File: src/rtl/bgen_pkg.sv
package bgen_pkg;

  // Strobes from the control half to the counting datapath.
  typedef struct packed {
    logic restart;   // reload the period counter and clear the accumulator
    logic advance;   // a tick is issued: accumulate the fraction and reload
  } ctlStrobe_t;

endpackage

File: src/rtl/bgen_div_regs.sv
module bgen_div_regs #(
  parameter int INT_W  = 16,
  parameter int FRAC_W = 6
) (
  input  logic              clk,
  input  logic              rstN,
  input  logic              wrInt,
  input  logic              wrFrac,
  input  logic              wrLineCtl,
  input  logic [INT_W-1:0]  wrData,
  output logic [INT_W-1:0]  activeInt,
  output logic [FRAC_W-1:0] activeFrac
);

  logic [INT_W-1:0]  shadowInt;
  logic [FRAC_W-1:0] shadowFrac;

  // Holding registers: written by software, invisible to the generator.
  always_ff @(posedge clk) begin
    if (!rstN) begin
      shadowInt  <= '0;
      shadowFrac <= '0;
    end else begin
      if (wrInt)  shadowInt  <= wrData;
      if (wrFrac) shadowFrac <= wrData[FRAC_W-1:0];
    end
  end

  // Working divisor: only a line-control write copies the holding values.
  always_ff @(posedge clk) begin
    if (!rstN) begin
      activeInt  <= '0;
      activeFrac <= '0;
    end else if (wrLineCtl) begin
      activeInt  <= shadowInt;
      activeFrac <= shadowFrac;
    end
  end

  // without a line-control write the working divisor does not move
  p_hold_r2: assert property (@(posedge clk) disable iff (!rstN)
    !wrLineCtl |=> ($stable(activeInt) && $stable(activeFrac)));

  // a commit takes the holding values present before the commit edge
  p_commit_r3: assert property (@(posedge clk) disable iff (!rstN)
    wrLineCtl |=> (activeInt == $past(shadowInt) && activeFrac == $past(shadowFrac)));

endmodule

File: src/rtl/bgen_ctrl.sv
module bgen_ctrl
  import bgen_pkg::*;
#(
  parameter int INT_W  = 16,
  parameter int FRAC_W = 6
) (
  input  logic              clk,
  input  logic              rstN,
  input  logic              uartEn,
  input  logic              wrLineCtl,
  input  logic [INT_W-1:0]  activeInt,
  input  logic [FRAC_W-1:0] activeFrac,
  input  logic              cntZero,
  output ctlStrobe_t        strobe,
  output logic              tick
);

  localparam logic [INT_W-1:0] INT_MAX = {INT_W{1'b1}};

  logic divLegal;
  logic runQ;
  logic commitD;

  // Zero is never legal; the top whole part leaves no room for a fraction.
  assign divLegal = (activeInt != '0) &&
                    !((activeInt == INT_MAX) && (activeFrac != '0));

  always_ff @(posedge clk) begin
    if (!rstN) begin
      runQ    <= 1'b0;
      commitD <= 1'b0;
    end else begin
      runQ    <= uartEn && divLegal;
      commitD <= wrLineCtl;
    end
  end

  always_comb begin
    strobe.restart = !runQ || commitD;
    tick           = runQ && !commitD && cntZero;
    strobe.advance = tick;
  end

  // enable low on one edge means no tick in the following cycle
  p_quiet_r7: assert property (@(posedge clk) disable iff (!rstN)
    !uartEn |=> !tick);

  // a zero whole part never yields a tick
  p_invalid_r8: assert property (@(posedge clk) disable iff (!rstN)
    (activeInt == '0) |-> !tick);

  // with a period above one, a tick never lasts two cycles
  p_pulse_r5: assert property (@(posedge clk) disable iff (!rstN)
    (tick && activeInt > 1 && !wrLineCtl) |=> !tick);

endmodule

File: src/rtl/bgen_dp.sv
module bgen_dp
  import bgen_pkg::*;
#(
  parameter int INT_W  = 16,
  parameter int FRAC_W = 6
) (
  input  logic              clk,
  input  logic              rstN,
  input  ctlStrobe_t        strobe,
  input  logic [INT_W-1:0]  activeInt,
  input  logic [FRAC_W-1:0] activeFrac,
  output logic              cntZero
);

  localparam logic [INT_W-1:0] ONE = {{(INT_W-1){1'b0}}, 1'b1};

  logic [INT_W-1:0]  cnt;
  logic [FRAC_W-1:0] acc;
  logic [FRAC_W:0]   accSum;
  logic [INT_W-1:0]  basePeriod;

  assign accSum     = {1'b0, acc} + {1'b0, activeFrac};
  assign basePeriod = activeInt - ONE;
  assign cntZero    = (cnt == '0);

  always_ff @(posedge clk) begin
    if (!rstN) begin
      cnt <= '0;
      acc <= '0;
    end else if (strobe.restart) begin
      cnt <= basePeriod;
      acc <= '0;
    end else if (strobe.advance) begin
      acc <= accSum[FRAC_W-1:0];
      // A carry out of the fraction stretches this period by one cycle.
      cnt <= accSum[FRAC_W] ? activeInt : basePeriod;
    end else if (!cntZero) begin
      cnt <= cnt - ONE;
    end
  end

  // after a tick the counter is reloaded to a period of I or I+1
  p_reload_r6: assert property (@(posedge clk) disable iff (!rstN)
    (strobe.advance && !strobe.restart) |=>
      (cnt == $past(activeInt) || cnt == $past(basePeriod)));

endmodule

File: src/rtl/baud_frac_gen.sv
module baud_frac_gen
  import bgen_pkg::*;
#(
  parameter int INT_W  = 16,
  parameter int FRAC_W = 6
) (
  input  logic              clk,
  input  logic              rstN,
  input  logic              uartEn,
  input  logic              wrInt,
  input  logic              wrFrac,
  input  logic              wrLineCtl,
  input  logic [INT_W-1:0]  wrData,
  output logic              tick16,
  output logic [INT_W-1:0]  activeInt,
  output logic [FRAC_W-1:0] activeFrac
);

  ctlStrobe_t strobe;
  logic       cntZero;

  bgen_div_regs #(.INT_W(INT_W), .FRAC_W(FRAC_W)) uRegs (
    .clk(clk), .rstN(rstN), .wrInt(wrInt), .wrFrac(wrFrac),
    .wrLineCtl(wrLineCtl), .wrData(wrData),
    .activeInt(activeInt), .activeFrac(activeFrac)
  );

  bgen_ctrl #(.INT_W(INT_W), .FRAC_W(FRAC_W)) uCtrl (
    .clk(clk), .rstN(rstN), .uartEn(uartEn), .wrLineCtl(wrLineCtl),
    .activeInt(activeInt), .activeFrac(activeFrac), .cntZero(cntZero),
    .strobe(strobe), .tick(tick16)
  );

  bgen_dp #(.INT_W(INT_W), .FRAC_W(FRAC_W)) uDp (
    .clk(clk), .rstN(rstN), .strobe(strobe),
    .activeInt(activeInt), .activeFrac(activeFrac), .cntZero(cntZero)
  );

endmodule

File: config.mk
export PLATFORM = sky130hd
export DESIGN_NAME = baud_frac_gen
export DESIGN_NICKNAME = d
export VERILOG_FILES = /design/src/rtl/bgen_pkg.sv /design/src/rtl/bgen_div_regs.sv /design/src/rtl/bgen_ctrl.sv /design/src/rtl/bgen_dp.sv /design/src/rtl/baud_frac_gen.sv
export SDC_FILE = /design/constraint.sdc
export NUM_CORES = 1
export LEC_CHECK = 0
export BUFFER_PORTS_ARGS = -buffer_cell sky130_fd_sc_hd__buf_4
export CORE_MARGIN = 1.5
export CORE_UTILIZATION = 52
export CTS_CLUSTER_SIZE = 10
export DETAILED_ROUTE_END_ITERATION = 8
export GPL_ROUTABILITY_DRIVEN = 0
export PLACE_DENSITY = 0.79
export SKIP_LAST_GASP = 1
export SYNTH_ARGS = -nofsm -noshare
export SYNTH_HDL_FRONTEND = slang
export SYNTH_SLANG_ARGS = --single-unit
File: constraint.sdc
create_clock -name clk -period 2.39 [get_ports clk]
set_input_delay 0.3585 -clock clk [delete_from_list [all_inputs] [get_ports clk]]
set_output_delay 0.3585 -clock clk [all_outputs]
set_load 0.005 [all_outputs]
==> results.sh, run 1 <==
export IMPL_post_place_ws_ns=0.117
export IMPL_yosysMostFrequentCell="dfxtp_1"
export IMPL_viasPerCell=5.94
export IMPL_grt_max_degree=36
export IMPL_synth_top_cell_by_area="dfxtp_1"
export IMPL_ys_async_sr_fraction=0
export IMPL_synth_seq_cells=68
export IMPL_p_leak_nw=1.85
export IMPL_remaining_drc_errors=0
export IMPL_max_freq_ghz=0.430
export IMPL_pin_count=45
export IMPL_multi_input_area_um2=1900
export IMPL_fillers=468
export IMPL_tightest_slew_ns=0.463
export IMPL_holdPathEnd="uRegs.shadowInt[9]"
export IMPL_cp_end_kind="primary output"
export IMPL_crit_fanout=7
export IMPL_layout_drive_gt1_share=0.220
export IMPL_max_vdd_ir_drop_uv=559
export IMPL_setup_violations=0
export IMPL_grt_overflow=0
export IMPL_start_kind="flip-flop"
export IMPL_whs_path_depth=3
export IMPL_outcome="finished, final reports clean"
export IMPL_dieArea_um2=6870
export IMPL_drtPass1Iterations=5
export IMPL_htreeDepth=3
export IMPL_syn_area_um2=3320
export IMPL_yosys_area_top_type_share=0.410
export IMPL_antenna_cells=0
export IMPL_slew_violations=0
export IMPL_grt_use_total=0.252
export IMPL_nets=465
export IMPL_cp_arrival_ns=1.97
export IMPL_cts_sinks=68
export IMPL_cts_setup_buffers=0
export IMPL_worstPathRequired_ns=2.03
export IMPL_drv_cap=0
export IMPL_drt_initial_drc_count=263
export IMPL_skew_ns=0.00853
export IMPL_wire_per_inst_um=16.7
export IMPL_cts_tree="done"
export IMPL_core_um2=6030
export IMPL_grt_antenna_before_repair=0
export IMPL_rows=28
export IMPL_critPathKind="reg -> out"
export IMPL_cts_path_max_buffers=2
export IMPL_syn_num_nets=408
export IMPL_path_clk_slew_ns=0.07
export IMPL_hold_start="wrData[9]"
export IMPL_min_path_type="in -> reg"
export IMPL_fin_ws_ns=0.0629
export IMPL_grt_pass1_wl_um=14100
export IMPL_synthTopCellsByCount="dfxtp_1, nor2_1, mux2i_1"
export IMPL_clk_insertion_delay_late_ns=0.35
export IMPL_drt_wl_total_um=8550
export IMPL_antenna_left=0
export IMPL_initial_core_util=0.551
export IMPL_cts_buffers=9
export IMPL_cts_root_buffer="clkbuf_8"
export IMPL_period_share=0.974
export IMPL_synthCells=375
export IMPL_synthTopCellsByArea="dfxtp_1, mux2i_1, nor2_1"
export IMPL_ys_warn_count=0
export IMPL_grt_pass1_vias=2925
export IMPL_die_w_um=82.9
export IMPL_place_hpwl_um=5820
export IMPL_regArea_um2=1360
export IMPL_power_density_nw_per_um2=719
export IMPL_synth_edf_count=0
export IMPL_syn_to_final_growth_pct=24.5
export IMPL_rsz0062_at_grt="true"
export IMPL_routed_via_count=3043
export IMPL_ys_dominant_reg_cell="dfxtp_1"
export IMPL_portBuffers=44
export IMPL_relSlewSlack=0.690
export IMPL_rr_endpoint="uDp.cnt[8]"
export IMPL_r2r_slack_ns=0.11
export IMPL_synth_cell_type_count=47
export IMPL_die_height_um=82.9
export IMPL_hold_buffers=0
export IMPL_post_synth_cell_area_avg_um2=8.85
export IMPL_rr_worst_depth=9
export IMPL_r2r_start="uRegs.activeFrac[0]"
export IMPL_hold_viol=0
export IMPL_yosysSeqAreaShare=0.410
export IMPL_finalSetupTns_ns=0
export IMPL_fin_crit_ns=2.33
-- timing repair --
action	in CTS	in global routing
gates resized for setup	2	12
setup endpoints to repair	2	15
pin swaps	0	0
endpoints found under the hold margin	0	0
-- flip-flops by register name, summed over array words and instances, names as in the netlist --
name              flops
uDp.cnt              16
uRegs.activeInt      16
uRegs.shadowFrac      6
uCtrl.runQ            1
uRegs.activeFrac      6
uDp.acc               6
uCtrl.commitD         1
uRegs.shadowInt      16
-- metrics by stage --
step	utilization	power [mW]	instances	hold WS, ns	instance area, µm²
6_report	0.686	2.97	512	0.252	4130
4_1_cts	0.680	2.96	512	0.243	4100
3_3_place_gp	0.635	1.75	496	0.445	3830
2_1_floorplan	-	1.61	375	0.436	3320
3_5_place_dp	0.635	1.76	496	0.455	3830
5_1_grt	0.686	3.10	512	0.242	4130
-- where the power goes --
part	internal, mW	switching (mW)
clock network	0.754	0.449
registers	1.21	0.0771
logic	0.236	0.245
-- worst max-delay path, stage by stage (launching register included) --
cell and delay, ns:
dfxtp_1 0.37, nor4_1 0.46, and4_4 0.33, nand2_2 0.11
inv_2 0.10, buf_4 0.15, buf_4 0.11
-- cells in the final DEF (no fill, tap or decap), types with 2 or more instances in the layout --
cell type,instances
buf_4,65
clkbuf_8,11
o21ai_1,2
a211oi_1,2
dfxtp_1,68
nand3_1,8
a221oi_1,6
a21o_1,2
o31ai_1,4
or4_1,11
or3_1,4
nor2b_1,2
a31oi_1,2
o22ai_1,4
ha_1,9
nand2_1,22
nor4_1,7
nor3_1,10
a21oi_1,16
inv_2,3
bufinv_16,3
mux2i_1,44
or2_2,2
nor2_1,59
xor2_1,8
inv_1,6
o21ai_0,10
nand4_1,5
o41ai_1,2
xnor2_1,13
-- how the worst max path moves through the flow --
stage,startpoint,end,slack (ns),depth (start not counted)
floorplan,uRegs.activeInt[2],uDp.cnt[8],0.15,7
global placement,uRegs.activeFrac[0],uDp.cnt[8],0.19,9
detailed placement,uRegs.activeFrac[2],uDp.cnt[8],0.12,7
CTS,uDp.cnt[0],tick16,0.01,8
global route,uRegs.activeFrac[0],uDp.cnt[9],-0.07,9
finish,uDp.cnt[6],tick16,0.06,6
-- logic make-up (layout without fill, tap and decap cells) --
group,after synthesis,in the layout,share of synthesized area
adders and majority gates,11,11,0.0437
DFF,68,68,0.410
buffers and inverters,28,90,0.0324
xor gates and xnor gates,21,21,0.0554
muxes,44,44,0.133
AOI/OAI and AO/OA,62,62,0.123
and+or+nand+nor,141,141,0.203
-- layer usage --
metal	track usage	part of all wire
met5	0	0
met4	0.0970	0.020
met3	0.0557	0.062
met2	0.418	0.48
met1	0.320	0.43
-- area by class of cell --
class,count,share of cell area
Sequential cell,68,0.329
Timing Repair Buffer,65,0.118
Multi-Input combinational cell,279,0.459
Clock buffer,11,0.0366
Tap cell,75,0.0227
Clock inverter,5,0.0257
Inverter,9,0.00817
Power figures use the tool's default switching activity.
==> run 2: changes to the inputs <==
- CTS_BUF_LIST: not set -> sky130_fd_sc_hd__clkbuf_16
==> results.sh, run 2 (synthesized netlist as in run 1, its figures left out) <==
export IMPL_outcome="finished, final reports clean"
export IMPL_most_common_layout_cells="dfxtp_1, buf_4, nor2_1"
export IMPL_layout_drive_gt1_share=0.217
export IMPL_wire_per_inst_um=17.0
export IMPL_viasPerCell=5.94
export IMPL_portBuffers=44
export IMPL_drt_wl_total_um=8710
export IMPL_pin_count=45
export IMPL_relSlewSlack=0.742
export IMPL_antenna_left=0
export IMPL_cts_path_max_buffers=2
export IMPL_tightest_slew_ns=0.384
export IMPL_min_path_type="in -> reg"
export IMPL_cts_root_buffer="clkbuf_16"
export IMPL_nets=465
export IMPL_max_vdd_ir_drop_uv=678
export IMPL_remaining_drc_errors=0
export IMPL_period_share=0.960
export IMPL_grt_overflow=0
export IMPL_largestRegisters="uDp.cnt x16, uRegs.activeInt x16, uRegs.shadowInt x16"
export IMPL_dieArea_um2=6870
export IMPL_fin_ws_ns=0.0947
export IMPL_start_kind="flip-flop"
export IMPL_dp_cells=496
export IMPL_power_density_nw_per_um2=780
export IMPL_syn_to_final_growth_pct=27.3
export IMPL_cts_setup_buffers=0
export IMPL_drtPass1Iterations=5
export IMPL_drv_cap=0
export IMPL_path_clk_slew_ns=0.06
export IMPL_grt_pass1_wl_um=14500
export IMPL_htreeDepth=3
export IMPL_initial_core_util=0.551
export IMPL_wl_met3_um=453
export IMPL_cp_end_kind="primary output"
export IMPL_drt_initial_drc_count=311
export IMPL_rows=28
export IMPL_setup_violations=0
export IMPL_holdWs_ns=0.263
export IMPL_cts_sinks=68
export IMPL_cts_tree="done"
export IMPL_post_place_ws_ns=0.117
export IMPL_hold_viol=0
export IMPL_die_w_um=82.9
export IMPL_cts_buffers=9
export IMPL_p_leak_nw=1.89
export IMPL_grt_pass1_vias=3006
export IMPL_critPathKind="reg -> out"
export IMPL_antenna_cells=0
export IMPL_skew_ns=0.00700
export IMPL_final_common_cell="dfxtp_1"
export IMPL_highest_layer="met4"
export IMPL_worstPathRequired_ns=2.03
export IMPL_met2_length_um=4280
export IMPL_fin_crit_ns=2.30
export IMPL_core_um2=6030
export IMPL_met1Wirelength_um=3780
export IMPL_grt_antenna_before_repair=0
export IMPL_die_height_um=82.9
export IMPL_cp_arrival_ns=1.94
export IMPL_slew_violations=0
export IMPL_clk_insertion_delay_late_ns=0.33
export IMPL_crit_fanout=7
export IMPL_grt_max_degree=36
export IMPL_routed_via_count=3040
export IMPL_final_cell_count_no_fill=512
export IMPL_place_hpwl_um=5820
export IMPL_grt_use_total=0.260
export IMPL_power_total_mw=3.29
export IMPL_max_freq_ghz=0.436
run 2: worst max-delay path: stages, from the launching register on:
cell	delay [ns]
dfxtp_1	0.32
inv_1	0.12
ha_2	0.19
nor3b_4	0.22
and4_4	0.28
nand2_2	0.12
inv_2	0.10
buf_4	0.15
buf_4	0.11
run 2: cell type report:
type / count / area (µm²)
multi-input cells: 279 / 1910
well taps: 75 / 93.8
inverters: 9 / 33.8
fillers: 453 / 1800
clock inverters: 7 / 114
flip-flops and latches: 68 / 1360
repair buffers: 65 / 488
clock buffers: 9 / 225
run 2: through the flow:
stage                     utilization  setup TNS [ns]  instance area (µm²)
after CTS                       0.693        -0.00178                 4180
final                           0.701               0                 4220
after floorplan                     -               0                 3320
after global placement          0.635               0                 3830
after detailed placement        0.635               0                 3830
after global routing            0.701         -0.0109                 4220
run 2: layer usage:
layer / vias up / GRT usage
met4: 0 / 0.124
met1: 1447 / 0.318
met2: 112 / 0.435
met3: 18 / 0.0547
met5: - / 0
li1: 1463 / -
run 2: report_power, final:
part	leakage, nW	internal (mW)	switching (mW)	total (mW)
combinational	1.16	0.237	0.253	0.489
sequential	0.559	1.21	0.0809	1.29
clock	0.161	1.01	0.496	1.51
run 2: final timing paths:
check | endpoint | slack (ns) | from | depth (start not counted)
setup / recovery | tick16 | 0.09 | uDp.cnt[0] | 8
hold / removal | uRegs.shadowInt[11] | 0.26 | wrData[11] | 3
setup reg to reg | uDp.cnt[8] | 0.12 | uRegs.activeInt[2] | 7
hold reg to reg | uDp.acc[5] | 0.46 | uDp.acc[5] | 2
run 2: repair_timing:
item | 4_1_cts | 5_1_grt
pin swaps | 0 | 1
endpoints found under the hold margin | 0 | 0
gates resized for setup | 2 | 14
endpoints found under the setup margin | 2 | 14
hold buffers | 0 | 0
==> run 3: changes to the inputs <==
- CORE_UTILIZATION: 52 -> 57
- PLACE_DENSITY: 0.79 -> 0.82
- clock period: 2.39 -> 2.55 ns (I/O delays scaled with it)
==> results.sh, run 3 (synthesized netlist as in run 1, its figures left out) <==
export IMPL_setup_violations=0
export IMPL_cts_setup_buffers=0
export IMPL_portBuffers=44
export IMPL_utilization=0.733
export IMPL_drt_initial_drc_count=417
export IMPL_initial_core_util=0.596
export IMPL_outcome="finished, final reports clean"
export IMPL_post_place_ws_ns=0.125
export IMPL_tightest_slew_ns=0.426
export IMPL_core_um2=5570
export IMPL_place_hpwl_um=5670
export IMPL_drt_wl_total_um=8480
export IMPL_cts_path_max_buffers=2
export IMPL_dpl_cell_area_um2=3780
export IMPL_routed_via_count=3003
export IMPL_min_path_type="in -> reg"
export IMPL_p_leak_nw=1.82
export IMPL_dieArea_um2=6290
export IMPL_slew_violations=0
export IMPL_worstPathRequired_ns=2.78
export IMPL_period_share=0.926
export IMPL_max_freq_ghz=0.423
export IMPL_nets=459
export IMPL_rsz0062_at_grt="false"
export IMPL_skew_ns=0.00741
export IMPL_fin_crit_ns=2.36
export IMPL_cp_end_kind="flip-flop"
export IMPL_syn_to_final_growth_pct=23.1
export IMPL_layout_drive_gt1_share=0.188
export IMPL_relSlewSlack=0.714
export IMPL_wire_per_inst_um=16.9
export IMPL_final_common_cell="dfxtp_1"
export IMPL_hold_viol=0
export IMPL_grt_overflow=0
export IMPL_grt_antenna_before_repair=0
export IMPL_die_w_um=79.3
export IMPL_critPathKind="reg -> reg"
export IMPL_antenna_left=0
export IMPL_start_kind="flip-flop"
export IMPL_grt_pass1_wl_um=14300
export IMPL_finalSetupTns_ns=0
export IMPL_cts_buffers=9
export IMPL_drtPass1Iterations=6
export IMPL_rows=27
export IMPL_drv_cap=0
export IMPL_htreeDepth=3
export IMPL_grt_max_degree=45
export IMPL_power_density_nw_per_um2=700
export IMPL_pin_count=45
export IMPL_viasPerCell=5.97
export IMPL_dp_cells=487
export IMPL_holdWs_ns=0.280
export IMPL_max_vdd_ir_drop_uv=436
export IMPL_remaining_drc_errors=0
export IMPL_antenna_cells=0
export IMPL_grt_pass1_vias=2887
export IMPL_largestRegisters="uDp.cnt x16, uRegs.activeInt x16, uRegs.shadowInt x16"
export IMPL_die_height_um=79.3
export IMPL_fin_ws_ns=0.187
export IMPL_fin_area_um2=4090
export IMPL_cts_root_buffer="clkbuf_16"
export IMPL_cts_tree="done"
export IMPL_crit_fanout=5
export IMPL_clk_insertion_delay_late_ns=0.33
export IMPL_path_clk_slew_ns=0.06
export IMPL_most_common_layout_cells="dfxtp_1, nor2_1, buf_4"
export IMPL_cts_sinks=68
export IMPL_final_cell_count_no_fill=503
export IMPL_power_total_mw=2.86
export IMPL_grt_use_total=0.297
export IMPL_cp_arrival_ns=2.59
-- run 3: cell types whose count changed in the layout (fill, tap and decap cells not counted), moves of 2 or more --
cell	delta
buf_4	-6
nor4_1	+2
nor4_2	-2
bufinv_16	-2
clkinv_4	+2
-- run 3: power breakdown --
part	switching [mW]	internal, mW	leakage [nW]	total (mW)
logic	0.226	0.209	1.12	0.434
registers	0.0709	1.14	0.559	1.21
clock network	0.468	0.751	0.140	1.22
total	0.765	2.10	1.82	2.86
-- run 3: timing repair --
item,4_1_cts,5_1_grt
hold buffers,0,0
endpoints found under the hold margin,0,0
setup endpoints to repair,0,10
gates resized for setup,0,4
-- run 3: final cells by class --
cell class                      instances  area (µm²)
Clock buffer                            9         225
Clock inverter                          7        67.6
Fill cell                             418        1490
Inverter                                9        33.8
Multi-Input combinational cell        279        1870
Sequential cell                        68        1360
Tap cell                               72        90.1
Timing Repair Buffer                   59         443
-- run 3: worst max-delay path: stages, from the launching register on --
cell and delay, ns:
dfxtp_1 0.37, ha_1 0.19, inv_1 0.05, fa_1 0.39
nor2b_2 0.20, o31ai_2 0.13, a211oi_2 0.22, buf_4 0.17
nor3_1 0.06, xnor2_1 0.17, a221oi_1 0.31
-- run 3: worst paths after layout --
path / from / end / slack (ns) / cells past startpoint
setup reg to reg: uRegs.activeFrac[0] / uDp.cnt[10] / 0.19 / 10
hold / removal: wrData[6] / uRegs.shadowInt[6] / 0.28 / 3
setup / recovery: uRegs.activeFrac[0] / uDp.cnt[10] / 0.19 / 10
hold reg to reg: uDp.acc[4] / uDp.acc[4] / 0.46 / 2
-- run 3: metal layers --
layer / part of all wire / wire length, µm / vias up / track usage
met2: 0.49 / 4180 / 97 / 0.489
li1: - / - / 1460 / -
met5: 0 / 0 / - / 0
met4: 0.021 / 174 / 0 / 0.116
met3: 0.048 / 411 / 20 / 0.0506
met1: 0.44 / 3720 / 1426 / 0.386
